===== src/rtl/lkf_pkg.sv =====
package lkf_pkg;
   typedef enum logic [1:0] {
      ST_REF_IDLE  = 2'd0,
      ST_DATA      = 2'd1,
      ST_REF_DWELL = 2'd2
   } lkf_state_e;

   localparam int unsigned PPM_SCALE = 1_000_000;
endpackage


===== src/rtl/lkf_run_monitor.sv =====
module lkf_run_monitor #(
   parameter int unsigned RUN_LIMIT = 120
) (
   input  logic clk,
   input  logic rst_n,
   input  logic arm,
   input  logic rx_bit,
   output logic run_viol
);
   localparam int unsigned CW = $clog2(RUN_LIMIT + 1);

   logic          prev_q;
   logic [CW-1:0] eq_q;
   logic          same;

   initial begin : p_param_chk
      if (RUN_LIMIT < 80 || RUN_LIMIT > 160)
         $fatal(1, "RUN_LIMIT outside 80..160");
   end

   assign same     = (rx_bit == prev_q);
   assign run_viol = arm && same && (eq_q >= CW'(RUN_LIMIT - 1));

   always_ff @(posedge clk or negedge rst_n) begin
      if (!rst_n) begin
         prev_q <= 1'b0;
         eq_q   <= '0;
      end else begin
         prev_q <= rx_bit;
         if (!arm || !same)
            eq_q <= '0;
         else if (eq_q < CW'(RUN_LIMIT))
            eq_q <= eq_q + CW'(1);
      end
   end

   AST_RUN_CAP: assert property (@(posedge clk) disable iff (!rst_n)
      arm |-> (eq_q < CW'(RUN_LIMIT)));
endmodule


===== src/rtl/lkf_freq_screen.sv =====
module lkf_freq_screen #(
   parameter int unsigned DELTA_W    = 16,
   parameter int unsigned FREQ_WIN   = 65536,
   parameter int unsigned PPM_LIMIT  = 244,
   parameter bit          FREQ_CHECK = 1'b1
) (
   input  logic               freq_valid,
   input  logic [DELTA_W-1:0] freq_delta,
   output logic               freq_bad
);
   localparam longint unsigned OFF_LIMIT =
      (longint'(FREQ_WIN) * longint'(PPM_LIMIT)) / longint'(lkf_pkg::PPM_SCALE);

   initial begin : p_param_chk
      if (DELTA_W < 2 || DELTA_W > 31)
         $fatal(1, "DELTA_W outside 2..31");
      if (OFF_LIMIT >= (64'd1 << (DELTA_W - 1)))
         $fatal(1, "offset limit not representable in DELTA_W");
   end

   generate
      if (FREQ_CHECK) begin : g_check
         logic [DELTA_W:0] mag;
         always_comb begin
            if (freq_delta[DELTA_W-1])
               mag = {1'b0, ~freq_delta} + (DELTA_W+1)'(1);
            else
               mag = {1'b0, freq_delta};
         end
         assign freq_bad = freq_valid && (mag > (DELTA_W+1)'(OFF_LIMIT));
      end else begin : g_bypass
         assign freq_bad = 1'b0;
      end
   endgenerate
endmodule


===== src/rtl/lkf_dwell_timer.sv =====
module lkf_dwell_timer #(
   parameter int unsigned DWELL_W = 12
) (
   input  logic               clk,
   input  logic               rst_n,
   input  logic               active,
   input  logic [DWELL_W-1:0] dwell_cycles,
   output logic               done
);
   logic [DWELL_W-1:0] cnt_q;
   logic [DWELL_W-1:0] eff;
   logic [DWELL_W:0]   nxt;

   initial begin : p_param_chk
      if (DWELL_W < 1 || DWELL_W > 24)
         $fatal(1, "DWELL_W outside 1..24");
   end

   assign eff  = (dwell_cycles == '0) ? DWELL_W'(1) : dwell_cycles;
   assign nxt  = {1'b0, cnt_q} + (DWELL_W+1)'(1);
   assign done = active && (nxt >= {1'b0, eff});

   always_ff @(posedge clk or negedge rst_n) begin
      if (!rst_n)
         cnt_q <= '0;
      else if (!active || done)
         cnt_q <= '0;
      else
         cnt_q <= nxt[DWELL_W-1:0];
   end

   AST_DWELL_EXIT: assert property (@(posedge clk) disable iff (!rst_n)
      done |=> !active);
endmodule


===== src/rtl/lock_fallback_ctrl.sv =====
module lock_fallback_ctrl #(
   parameter int unsigned RUN_LIMIT  = 120,
   parameter int unsigned FREQ_WIN   = 65536,
   parameter int unsigned PPM_LIMIT  = 244,
   parameter int unsigned DELTA_W    = 16,
   parameter int unsigned DWELL_W    = 12,
   parameter bit          FREQ_CHECK = 1'b1
) (
   input  logic               clk,
   input  logic               rst_n,
   input  logic               rx_bit,
   input  logic               sig_present,
   input  logic               freq_valid,
   input  logic [DELTA_W-1:0] freq_delta,
   input  logic               force_ref,
   input  logic [DWELL_W-1:0] dwell_cycles,
   output logic               sel_ref,
   output logic               lock_ok
);
   import lkf_pkg::*;

   lkf_state_e state_q, state_d;
   logic       run_viol;
   logic       freq_bad;
   logic       dwell_done;
   logic       in_data;
   logic       in_dwell;
   logic       can_try;

   assign in_data  = (state_q == ST_DATA);
   assign in_dwell = (state_q == ST_REF_DWELL);
   assign can_try  = sig_present && !force_ref;

   lkf_run_monitor #(.RUN_LIMIT(RUN_LIMIT)) u_run (
      .clk      (clk),
      .rst_n    (rst_n),
      .arm      (in_data),
      .rx_bit   (rx_bit),
      .run_viol (run_viol)
   );

   lkf_freq_screen #(
      .DELTA_W    (DELTA_W),
      .FREQ_WIN   (FREQ_WIN),
      .PPM_LIMIT  (PPM_LIMIT),
      .FREQ_CHECK (FREQ_CHECK)
   ) u_freq (
      .freq_valid (freq_valid),
      .freq_delta (freq_delta),
      .freq_bad   (freq_bad)
   );

   lkf_dwell_timer #(.DWELL_W(DWELL_W)) u_dwell (
      .clk          (clk),
      .rst_n        (rst_n),
      .active       (in_dwell),
      .dwell_cycles (dwell_cycles),
      .done         (dwell_done)
   );

   always_comb begin
      state_d = state_q;
      unique case (state_q)
         ST_REF_IDLE: begin
            if (can_try) state_d = ST_DATA;
         end
         ST_DATA: begin
            if (!can_try)                  state_d = ST_REF_IDLE;
            else if (run_viol || freq_bad) state_d = ST_REF_DWELL;
         end
         ST_REF_DWELL: begin
            if (!can_try)        state_d = ST_REF_IDLE;
            else if (dwell_done) state_d = ST_DATA;
         end
         default: state_d = ST_REF_IDLE;
      endcase
   end

   always_ff @(posedge clk or negedge rst_n) begin
      if (!rst_n) state_q <= ST_REF_IDLE;
      else        state_q <= state_d;
   end

   assign lock_ok = in_data;
   assign sel_ref = !in_data;

   AST_FORCE_REF: assert property (@(posedge clk) disable iff (!rst_n)
      force_ref |=> (sel_ref && !lock_ok));
   AST_NOSIG_REF: assert property (@(posedge clk) disable iff (!rst_n)
      !sig_present |=> !lock_ok);
   AST_RUN_LOSS: assert property (@(posedge clk) disable iff (!rst_n)
      (lock_ok && run_viol) |=> sel_ref);
   AST_FREQ_LOSS: assert property (@(posedge clk) disable iff (!rst_n)
      (lock_ok && freq_bad) |=> !lock_ok);
   AST_FAST_ACQ: assert property (@(posedge clk) disable iff (!rst_n)
      ($rose(sig_present) && !force_ref) |=> lock_ok);
endmodule


===== config.mk =====
export PLATFORM = sky130hd
export DESIGN_NAME = lock_fallback_ctrl
export DESIGN_NICKNAME = d
export VERILOG_FILES = /design/src/rtl/lkf_pkg.sv /design/src/rtl/lkf_run_monitor.sv /design/src/rtl/lkf_freq_screen.sv /design/src/rtl/lkf_dwell_timer.sv /design/src/rtl/lock_fallback_ctrl.sv
export SDC_FILE = /design/constraint.sdc
export NUM_CORES = 1
export LEC_CHECK = 0
export BUFFER_PORTS_ARGS = -buffer_cell sky130_fd_sc_hd__buf_4
export CAP_MARGIN = 30
export CORE_MARGIN = 2
export CORE_UTILIZATION = 59
export CTS_CLUSTER_SIZE = 25
export DETAILED_ROUTE_END_ITERATION = 8
export GPL_TIMING_DRIVEN = 0
export HOLD_SLACK_MARGIN = 0.1
export PLACE_DENSITY = 0.81
export SLEW_MARGIN = 40
export SYNTH_ARGS = -nofsm -noshare
export SYNTH_HDL_FRONTEND = slang
export SYNTH_SLANG_ARGS = --single-unit

===== constraint.sdc =====
create_clock -name clk -period 6.9 [get_ports clk]
set_input_delay 1.38 -clock clk [delete_from_list [all_inputs] [get_ports clk]]
set_output_delay 1.38 -clock clk [all_outputs]
set_load 0.01 [all_outputs]

After elaboration in Yosys (flattened, before gate mapping) --
Index checks and enable logic that the tools add are counted.
Storage, ports and cells: bits in registers 22, output and inout port bits 2, word-level logic and storage cells 45, input port bits 34
Operators by class: $add $sub $neg 3, reduce and logical (&&, ||, !) cells 16, order comparisons 4, bitwise logic cells 1, muxes and demuxes 11, equality and inequality tests 6
Operators with widths (number):
- $mux W12 | 2
- $add A16 B1 Y17 const B | 1
- $gt A17 B4 Y1 const B | 1
- $mux W17 | 1
- $not A16 Y16 | 1
- $mux W7 | 2
- $add A12 B1 Y13 const B | 1
- $ge A13 B12 Y1 | 1
- $logic_not A12 Y1 | 1
- $mux W2 | 5
- $add A7 B1 Y7 const B | 1
- $ge A7 B7 Y1 const B | 1
- $lt A7 B7 Y1 const B | 1
- $ne A3 B3 Y1 const B | 2
- $pmux W2 S3 | 1
- $logic_and A1 B1 Y1 | 5
- $logic_not A1 Y1 | 4
- $logic_or A1 B1 Y1 | 3
- $reduce_and A3 Y1 | 1
- $eq A2 B1 Y1 const B | 1
- $eq A2 B2 Y1 const B | 1
- $logic_not A2 Y1 | 1
- $ne A2 B2 Y1 const B | 1
- $reduce_bool A2 Y1 | 1
- $eq A1 B1 Y1 | 1

Logic depth before layout (Yosys ltp) --
Gate-level depths: netlist (run 1).
word-level depth 9, gate-level depth with buffers 11, gate-level depth less buffers 11

Modules after synthesis --
A second synthesis (run 1) with hierarchy kept.
Unflattened totals: cell total of the unflattened synthesis 204, area total of the unflattened synthesis 1830.5 um^2
Modules (own cells, without submodules):
- lkf_dwell_timer | seq. area each 300.3 um^2, cells each 99, area an instance 977.2 um^2, times used 1
- lkf_run_monitor | seq. area each 200.2 um^2, cells each 37, area an instance 384.1 um^2, times used 1
- lkf_freq_screen | seq. area each 0.0 um^2, cells each 55, area an instance 354.1 um^2, times used 1
- lock_fallback_ctrl | seq. area each 50.0 um^2, cells each 13, area an instance 115.1 um^2, times used 1

Least setup slack after synthesis (run 1) --
No wires, ideal clock.
path kind input-to-reg, from input port dwell_cycles[5], to register state_q[0], stages on the path 9, arrival time 3015 ps, data required time 6774 ps, setup slack 3759 ps, buffers on the path 0, setup time 126 ps, cell sequence nor4_1 > a31o_2 > ha_1 > nor2b_1 > o21ai_0 > nand4_1 > a41o_1 > nand2_1 > a311o_1
On the way: cells in the longest elaborated chain, start to end 6
RTL lines:
- start, declared | RTL line lock_fallback_ctrl.sv:16 | input logic [DWELL_W-1:0] dwell_cycles,
- $logic_not A12 Y1 | RTL line lkf_dwell_timer.sv:19 | assign eff = (dwell_cycles == '0) ? DWELL_W'(1) : dwell_cycles;
- $mux W12 * | RTL line lkf_dwell_timer.sv:19
- $ge A13 B12 Y1 * | RTL line lkf_dwell_timer.sv:21 | assign done = active && (nxt >= {1'b0, eff});
- $logic_and A1 B1 Y1 * | RTL line lkf_dwell_timer.sv:21
- $ne A3 B3 Y1 (no line) *
- $reduce_and A3 Y1 (no line) *
- end signal, assigned | RTL line lock_fallback_ctrl.sv:81 | else state_q <= state_d;
- end, declared | RTL line lock_fallback_ctrl.sv:22 | lkf_state_e state_q, state_d;
Mark *: on every way between the ends. The rest lies on a longest branch, timed or not. A chain may end at the register's enable or synchronous reset.

Worst setup path in the final report (run 1) --
from input port freq_delta[0], to register state_q[1]
On the way: cells in the longest elaborated chain, start to end 8
RTL lines:
- start, declared | RTL line lock_fallback_ctrl.sv:14 | input logic [DELTA_W-1:0] freq_delta,
- $not A16 Y16 | RTL line lkf_freq_screen.sv:26 | mag = {1'b0, ~freq_delta} + (DELTA_W+1)'(1);
- $add A16 B1 Y17 | RTL line lkf_freq_screen.sv:26
- $mux W17 * | RTL line lkf_freq_screen.sv:25 | if (freq_delta[DELTA_W-1])
- $gt A17 B4 Y1 * | RTL line lkf_freq_screen.sv:30 | assign freq_bad = freq_valid && (mag > (DELTA_W+1)'(OFF_LIMIT));
- $logic_and A1 B1 Y1 * | RTL line lkf_freq_screen.sv:30
- $logic_or A1 B1 Y1 * | RTL line lock_fallback_ctrl.sv:69 | else if (run_viol || freq_bad) state_d = ST_REF_DWELL;
- $ne A3 B3 Y1 (no line) *
- $reduce_and A3 Y1 (no line) *
Marked as above.

==> metrics, run 1 <==
largest family of logic cells by synthesized area simple AND/OR/NAND/NOR gates; Critical Path Max Stage Delay 0.44 ns; total iterations of the first detailed-routing run 4; Synth Area in Compound Gates between 10% and 20%; Placed Area 2110 µm²; status complete, no violations; asr flop ratio synth 100.0%; part of the Yosys area used for sequential elements ~30%; Routed WL around 3.9 mm; Final Cycle Share just under 50%; layout cells sized above 1 about a fifth; Power Dens Cells between 100 and 150 nW/µm²; register share of total power a little over half; post-synthesis mux area share approximately 1.4%; Setup CP Type in2reg; RSZ-0062 raised after global routing no; CTS H-tree lvls 1; Via density a little over 6; cts hold-fix bufs 0; placed instance count ~270; drc violations 0; top_reg_cell synth dfrtp_1; Slew Limit Fails 0; combinational share of power between 20% and 30%; fmax a little under 0.3 GHz; Core Rows 20; VDD IR max 60.91 µV; initial antenna violation count 0; Synth top area share between 30 and 40%; Final GP Congestion between 0.8 and 0.9; cell count after synthesis 202; largest net degree at the start of global routing 23; Final setup viols 0; post-placement setup slack roughly 3.2 ns; footprint of the multi-input gates about 1200 µm²; Syn Std Cell Area roughly 1800 µm²; Clock Tree Root clkbuf_4; PnR worst setup slack approximately 3.5 ns; Critical Path Sink Type flip-flop; CP max stage cell a211oi_1; I/O Buffers 34; Die ar. approximately 3500 µm²; min cycle time layout 3.407 ns; synthesized area per cell 8.944 µm²; CTS buffer count 3; CP cell instances buf_4 > inv_1 > ha_1 > nor3b_1 > clkbuf_1 > nand4_1 > a211oi_1 > o2111ai_4 > nor4b_2 > a2111oi_1; number of flops mapped to enable cells by yosys 0; Post-Synth Adder-Cell Area around a tenth; Ports 36; detailed-route via count 1675; yosys warns 0; CTS tree yes; Post-Synth Simple-Gate Area around 30%; Routed WL per cell around 14 µm; Required @ worst endpoint 7.08 ns; worst skew pair latency about 0.3 ns; Layout Skew around 0.0023 ns; DP Wirelength 3.178 mm; reg-to-reg slack, setup about 3.8 ns; post-CTS setup buffers 0; Final Hold Viols 0; Final TNS setup 0 ns; syn nets roughly 250; post-synthesis xor/xnor area fraction between 6 and 7%; DR iter-0 viols slightly below 90; global route overflow 0; ant diodes 0; leakage power roughly 1.0 nW; Storage cell area around 550 µm²; crit-path max FO 10; Cell Count, Final, Fillers Out ~270; Routed Antenna Nets 0; Slew headroom 52.45%; Total GRT Usage around 24%; Worst Hold Class reg2reg; most area-consuming cells after synthesis dfrtp_1 (30%), ha_1 (10%), and3_1 (4.5%), nand3_1 (4.2%), inv_1 (3.7%); critical path data arrival time about 3.6 ns; core area between 2000 and 3000 µm²; Final nets between 200 and 300; clock network power share between 20% and 30%; Distinct cells, synth 55; Post-Layout Inst Area 2146 µm²; Reg clk slew, reported paths about 0.12 ns; Max Cap Viol 0; clk buf depth 2; commonest non-fill, non-tap cell in the layout buf_4; DIE HEIGHT between 50 and 60 µm; Switching Share approximately 26%; global-route wire length before repair 6.534 mm; filler cell count in the final layout approximately 220; Power Total 252.2 µW; Least-Margin Pin Slew between 0.7 and 0.8 ns; cell taking the most area after synthesis dfrtp_1; area grow syn2layout 18.77%; die width between 50 and 60 µm; vias in the first global route about 1500; most frequent cells in the layout buf_4 (34), dfrtp_1 (22), inv_1 (18), nor2_1 (17); P_int roughly 190 µW; Yosys reg bits 22; Psw 64.88 µW; post_cts resized 0; # clock sinks 22; Worst setup SP type input pin; starting utilization of the core area around three fifths
-- power groups by stage --
stage | clock, mW | sequential, mW | combinational, mW
floorplan | 0 | 0.134 | 0.0235
global placement | 0 | 0.134 | 0.0487
detailed placement | 0 | 0.134 | 0.0512
CTS | 0.0710 | 0.132 | 0.0513
global route | 0.0762 | 0.132 | 0.0568
finish | 0.0695 | 0.132 | 0.0511
-- layout make-up --
type,count,share of cell area (%)
inverter,18,3.149
buffer,4,1.050
tap,33,1.924
sequential,22,25.66
clock buffer,4,1.691
timing repair buffer,34,11.90
multi-input combinational,158,54.64
-- Yosys cell counts (all sizes together) (2+ instances only) --
master	n
xor2	7
o22ai	2
nand2	6
nor2	17
xnor2	7
or3	2
and3	13
nor3b	2
inv	18
o21ai	6
nand3	16
nor4	5
nor4b	3
buf	2
nand4	7
nor3	7
ha	15
a2111oi	2
a31oi	2
a21oi	7
clkbuf	2
o21a	2
and3b	2
nor2b	4
a211oi	3
a21boi	2
dfrtp	22
-- routing by layer --
| metal | share of wire [%] | vias up | global-route usage [%] |
|---|---|---|---|
| li1 | - | 828 | - |
| met1 | 45 | 792 | 31.67 |
| met2 | 49 | 53 | 42.39 |
| met3 | 5.0 | 2 | 1.528 |
| met4 | 0.56 | 0 | 6.494 |
| met5 | 0 | - | 0 |
-- worst max-delay path, delay by kind of cell --
| family | cells | cell delay [ns] |
|---|---|---|
| AO/OA/AOI/OAI | 3 | 0.73 |
| buffers and inverters | 3 | 0.54 |
| AND/OR/NAND/NOR | 3 | 0.81 |
| adder cells (fa/ha/maj) | 1 | 0.13 |
-- final timing paths --
kind                                            start                         end  cells past startpoint
hold reg to reg            u_dwell.cnt_q[0]$_DFF_PN0_  u_dwell.cnt_q[0]$_DFF_PN0_                      1
hold / removal             u_dwell.cnt_q[0]$_DFF_PN0_  u_dwell.cnt_q[0]$_DFF_PN0_                      1
setup reg to reg           u_dwell.cnt_q[0]$_DFF_PN0_      state_q[1]$_DFFE_PN0P_                     10
setup / recovery                        freq_delta[0]      state_q[1]$_DFFE_PN0P_                     10
max in group asynchronous                       rst_n  u_dwell.cnt_q[2]$_DFF_PN0_                      1
min in group asynchronous                       rst_n   u_run.eq_q[4]$_DFFE_PN0P_                      1
-- flip-flops by register name, indices dropped and copies added, names as in the netlist --
signal,count
u_run.prev_q,1
state_q,2
u_run.eq_q,7
u_dwell.cnt_q,12
-- cells by family (layout without fill, tap and decap cells) --
kind of cell / after synthesis / after routing
AO/OA/AOI/OAI: 38 / 38
XOR/XNOR: 14 / 14
adder cells (fa/ha/maj): 15 / 15
buffers and inverters: 22 / 60
flip-flops: 22 / 22
multiplexers: 2 / 2
AND/OR/NAND/NOR: 89 / 89
-- stage by stage --
stage	util, %	hold WS (ns)
6_report	72.06	0.5523
5_1_grt	72.06	0.5815
4_1_cts	72.06	0.5500
3_5_place_dp	70.84	0.5313
3_3_place_gp	70.63	0.5236
2_1_floorplan	-	0.4712
Power figures use the tool's default switching activity.
==> inputs of run 2 (changes only) <==
CORE_UTILIZATION = 50   (was 59)
PLACE_DENSITY = 0.72   (was 0.81)
clock period = 2.8 ns   (was 6.9 ns; I/O delays follow)
==> metrics, run 2 (same netlist as run 1, synthesis figures left out) <==
Setup CP Type reg2reg; Core Rows 21; Final setup viols 0; reg-to-reg slack, setup roughly 0.14 ns; met1 Track Usage GR roughly 28%; Power Dens Cells around 300 nW/µm²; Total GRT Usage 19.24%; detailed-route via count between 1500 and 2000; M2 GR Usage a little under a third; Slew Limit Fails 0; worst skew pair latency approximately 0.31 ns; biggest regs u_dwell.cnt_q: 12 flops, u_run.eq_q: 7 flops, state_q: 2 flops; crit-path max FO 5; total iterations of the first detailed-routing run 4; number of flip-flops in the largest register 12; Routed WL about 3.7 mm; Post-Layout Inst Area around 2300 µm²; Ports 36; Critical R2R Capture state_q[0]$_DFFE_PN0P_; cts hold-fix bufs 0; Cell Count, Final, Fillers Out just under 300; leakage power ~1.1 nW; status complete, no violations; Reg clk slew, reported paths 0.13 ns; Worst setup SP type flip-flop; Final Cycle Share around 95%; DIE HEIGHT 64.11 µm; fmax about 0.38 GHz; Required @ worst endpoint 3.00 ns; layout cells sized above 1 a little over a quarter; grt peak-use layer met2; drc violations 0; min cycle time layout roughly 2.7 ns; worst reg2reg startpoint u_dwell.cnt_q[2]$_DFF_PN0_; core area around 3400 µm²; CTS H-tree lvls 1; most frequent cells in the layout buf_4 (38), dfrtp_1 (22), inv_1 (18), nor2_1 (16), ha_1 (15); ant diodes 0; Die ar. just over 4000 µm²; Power Total between 600 and 700 µW; Final Hold Viols 0; clk buf depth 2; DP Wirelength approximately 3.0 mm; routing usage on met3 ~1.2%; critical path data arrival time between 2 and 3 ns; Worst Hold Class in2async; # clock sinks 22; VDD IR max 132.6 µV; global route overflow 0; placed instance count roughly 280; commonest non-fill, non-tap cell in the layout buf_4; CTS tree yes; global-route wire length before repair ~6.4 mm; Clock Tree Root clkbuf_4; initial antenna violation count 0; DR iter-0 viols between 80 and 90; Layout Skew about 0.007 ns; worst hold slack roughly 0.11 ns; largest net degree at the start of global routing 23; Routed WL per cell roughly 13 µm; die width 64.11 µm; Routed Antenna Nets 0; Least-Margin Pin Slew between 0.5 and 0.6 ns; Final nets between 200 and 300; Via density between 5 and 6; starting utilization of the core area a little over half; Critical Path Sink Type flip-flop; final core occ between 60 and 70%; Max Cap Viol 0; CTS buffer count 3; most flop-heavy register u_dwell.cnt_q; Final GP Congestion roughly 0.77; vias in the first global route around 1400; Placed Area about 2100 µm²; area grow syn2layout 25.42%; I/O Buffers 34; Slew headroom between 60 and 70%; Register-to-Register Path Depth 11
-- run 2: how the worst max path moves through the flow --
stage	start	endpoint	slack, ns
4_1_cts	u_dwell.cnt_q[2]$_DFF_PN0_	state_q[0]$_DFFE_PN0P_	0.02
6_report	u_dwell.cnt_q[2]$_DFF_PN0_	state_q[0]$_DFFE_PN0P_	0.14
3_5_place_dp	u_dwell.cnt_q[0]$_DFF_PN0_	state_q[1]$_DFFE_PN0P_	-0.21
5_1_grt	u_dwell.cnt_q[0]$_DFF_PN0_	state_q[0]$_DFFE_PN0P_	-0.04
3_3_place_gp	u_dwell.cnt_q[2]$_DFF_PN0_	state_q[1]$_DFFE_PN0P_	-0.55
2_1_floorplan	u_dwell.cnt_q[2]$_DFF_PN0_	state_q[0]$_DFFE_PN0P_	0.19
-- run 2: through the flow --
stage / setup slack (ns) / TNS (ns)
6_report: 0.1440 / 0
5_1_grt: -0.03564 / -0.05870
4_1_cts: 0.01692 / 0
3_5_place_dp: -0.2139 / -0.3796
3_3_place_gp: -0.5507 / -1.769
2_1_floorplan: 0.1929 / 0
-- run 2: metal layers --
metal / up-vias / routed length, µm
met3: 6 / 122
met5: - / 0
met2: 45 / 1702
met1: 735 / 1869
li1: 833 / -
met4: 0 / 51
-- run 2: repair_timing --
action / in CTS / in global routing
setup buffers: 2 / 2
gates resized for setup: 4 / 8
pin swaps: 1 / 0
setup endpoints to repair: 2 / 2
-- run 2: final cells by class --
class	count	area, µm²
Multi-Input combinational cell	158	1230
Buffer	4	22.52
Clock buffer	3	22.52
Sequential cell	22	550.5
Inverter	18	67.56
Clock inverter	1	30.03
Timing Repair Buffer	38	285.3
Tap cell	46	57.56
Fill cell	293	1150
-- run 2: worst max-delay path, cell delays in order (launching register included) --
cell and delay (ns):
dfrtp_1 0.45, and3_4 0.20, and3_1 0.21, and3_4 0.22, nand3_2 0.10, xnor2_2 0.16
ha_1 0.29, o21a_1 0.17, o21ai_1 0.14, a41o_2 0.15, nand2_2 0.10, a311o_1 0.35
-- run 2: where the power goes --
part,switching (mW),internal [mW]
clock,0.0974,0.145
combinational,0.0641,0.0621
sequential,0.00334,0.321
==> inputs of run 3 (changes only) <==
MAX_ROUTING_LAYER = met4   (was not set)
==> metrics, run 3 (same netlist as run 1, synthesis figures left out) <==
status complete, no violations; Critical Path Most Common Cell and3_4; ant diodes 0; clock network power share 35.1%; commonest non-fill, non-tap cell in the layout buf_4; Worst setup SP type flip-flop; layout cells sized above 1 about a quarter; final core occ between 60% and 70%; detailed-route via count around 1600; worst reg2reg startpoint u_dwell.cnt_q[2]$_DFF_PN0_; Total GRT Usage between 10% and 20%; total iterations of the first detailed-routing run 4; biggest regs u_dwell.cnt_q: 12 flops, u_run.eq_q: 7 flops, state_q: 2 flops; CP cell instances and3_4 > and3_1 > and3_4 > nand3_2 > xnor2_2 > ha_1 > o21a_1 > o21ai_1 > a41o_2 > nand2_2 > a311o_1; Routed WL between 3 and 4 mm; CTS buffer count 3; Largest delay share family, worst path simple AND/OR/NAND/NOR gates; number of flip-flops in the largest register 12; core area approximately 3400 µm²; fmax roughly 0.38 GHz; DIE HEIGHT between 60 and 70 µm; die width roughly 64 µm; Required @ worst endpoint approximately 3.0 ns; Routed Antenna Nets 0; Final Hold Viols 0; Final GP Congestion just under 0.8; largest net degree at the start of global routing 23; DR iter-0 viols 77; register share of total power a little under half; Reg clk slew, reported paths roughly 0.13 ns; Via density roughly 5.6; vias in the first global route between 1000 and 1500; Psw approximately 170 µW; Critical Path Max Stage Delay roughly 0.45 ns; Clock Tree Root clkbuf_4; DP Wirelength about 3.0 mm; combinational share of power 18.2%; worst hold slack between 0.1 and 0.15 ns; critical path buffer and inverter count 0; Critical R2R Capture state_q[0]$_DFFE_PN0P_; most frequent cells in the layout buf_4 (38), dfrtp_1 (22), inv_1 (18), nor2_1 (16), ha_1 (15); Ports 36; most flop-heavy register u_dwell.cnt_q; Final nets 294; Setup CP Type reg2reg; Final Cycle Share a little over nine tenths; P_int ~530 µW; # clock sinks 22; leakage power 1.078 nW; Die ar. 4110 µm²; Slew headroom between 60% and 70%; crit-path max FO 5; Layout Skew 0.009813 ns; Slew Limit Fails 0; starting utilization of the core area between 50% and 60%; drc violations 0; Routed WL per cell approximately 13 µm; critical path data arrival time 2.86 ns; Critical Path Sink Type flip-flop; Final setup viols 0; clk buf depth 2; CTS tree yes; CP max stage cell dfrtp_1; VDD IR max between 100 and 150 µV; I/O Buffers 34; filler cell count in the final layout slightly below 300; initial antenna violation count 0; Core Rows 21; worst skew pair latency ~0.31 ns; global route overflow 0; reg-to-reg slack, setup 0.14 ns; cts hold-fix bufs 0; area grow syn2layout 25.42%; min cycle time layout 2.660 ns; Max Cap Viol 0; Least-Margin Pin Slew ~0.54 ns; Worst Hold Class in2async; Power Dens Cells 306.2 nW/µm²; global-route wire length before repair 6.368 mm; Switching Share a little under a quarter; Register-to-Register Path Depth 11; CTS H-tree lvls 1
-- run 3: cell counts in the layout (fill, tap and decap cells not counted) --
Identical to the previous run, type by type.
-- run 3: area by class of cell --
type	count	area, µm²	area share, %
Buffer	4	22.52	0.9939
Clock buffer	3	22.52	0.9939
Clock inverter	1	30.03	1.325
Inverter	18	67.56	2.982
Multi-Input combinational cell	158	1230	54.28
Sequential cell	22	550.5	24.30
Tap cell	46	57.56	2.540
Timing Repair Buffer	38	285.3	12.59
-- run 3: timing repair --
action	in CTS	in global routing
endpoints found under the hold margin	0	0
buffers inserted	2	2
resized for setup	4	8
setup endpoints to repair	2	2
pin swaps	1	0
gates cloned	0	0
-- run 3: worst max-delay path by stage --
stage,start,endpoint,slack [ns],cells past startpoint
after floorplan,u_dwell.cnt_q[2]$_DFF_PN0_,state_q[0]$_DFFE_PN0P_,0.19,9
after global placement,u_dwell.cnt_q[2]$_DFF_PN0_,state_q[1]$_DFFE_PN0P_,-0.55,9
after global routing,u_dwell.cnt_q[0]$_DFF_PN0_,state_q[0]$_DFFE_PN0P_,-0.04,10
final,u_dwell.cnt_q[2]$_DFF_PN0_,state_q[0]$_DFFE_PN0P_,0.14,11
after detailed placement,u_dwell.cnt_q[0]$_DFF_PN0_,state_q[1]$_DFFE_PN0P_,-0.21,10
after CTS,u_dwell.cnt_q[2]$_DFF_PN0_,state_q[0]$_DFFE_PN0P_,0.02,11
-- run 3: per-stage QoR --
| step | power [mW] | instance area [µm²] | TNS, ns | instances | setup slack, ns |
|---|---|---|---|---|---|
| 6_report | 0.6939 | 2266 | 0 | 290 | 0.1401 |
| 5_1_grt | 0.7293 | 2266 | -0.05870 | 290 | -0.03564 |
| 4_1_cts | 0.6979 | 2216 | 0 | 288 | 0.01692 |
| 3_5_place_dp | 0.4560 | 2126 | -0.3796 | 282 | -0.2139 |
| 3_3_place_gp | 0.4541 | 2120 | -1.769 | 282 | -0.5507 |
| 2_1_floorplan | 0.3873 | 1807 | 0 | 202 | 0.1929 |
-- run 3: per-layer routing --
metal	vias up	GRT usage [%]	routed length, µm
li1	833	-	-
met4	0	6.915	51
met1	738	27.51	1857
met3	6	1.232	144
met5	-	-	0
met2	47	30.73	1695
-- run 3: power groups by stage --
stage | sequential, mW | combinational, mW | clock (mW)
2_1_floorplan | 0.329 | 0.0579 | 0
3_3_place_gp | 0.330 | 0.124 | 0
3_5_place_dp | 0.330 | 0.126 | 0
4_1_cts | 0.324 | 0.127 | 0.246
5_1_grt | 0.325 | 0.143 | 0.262
6_report | 0.324 | 0.126 | 0.243
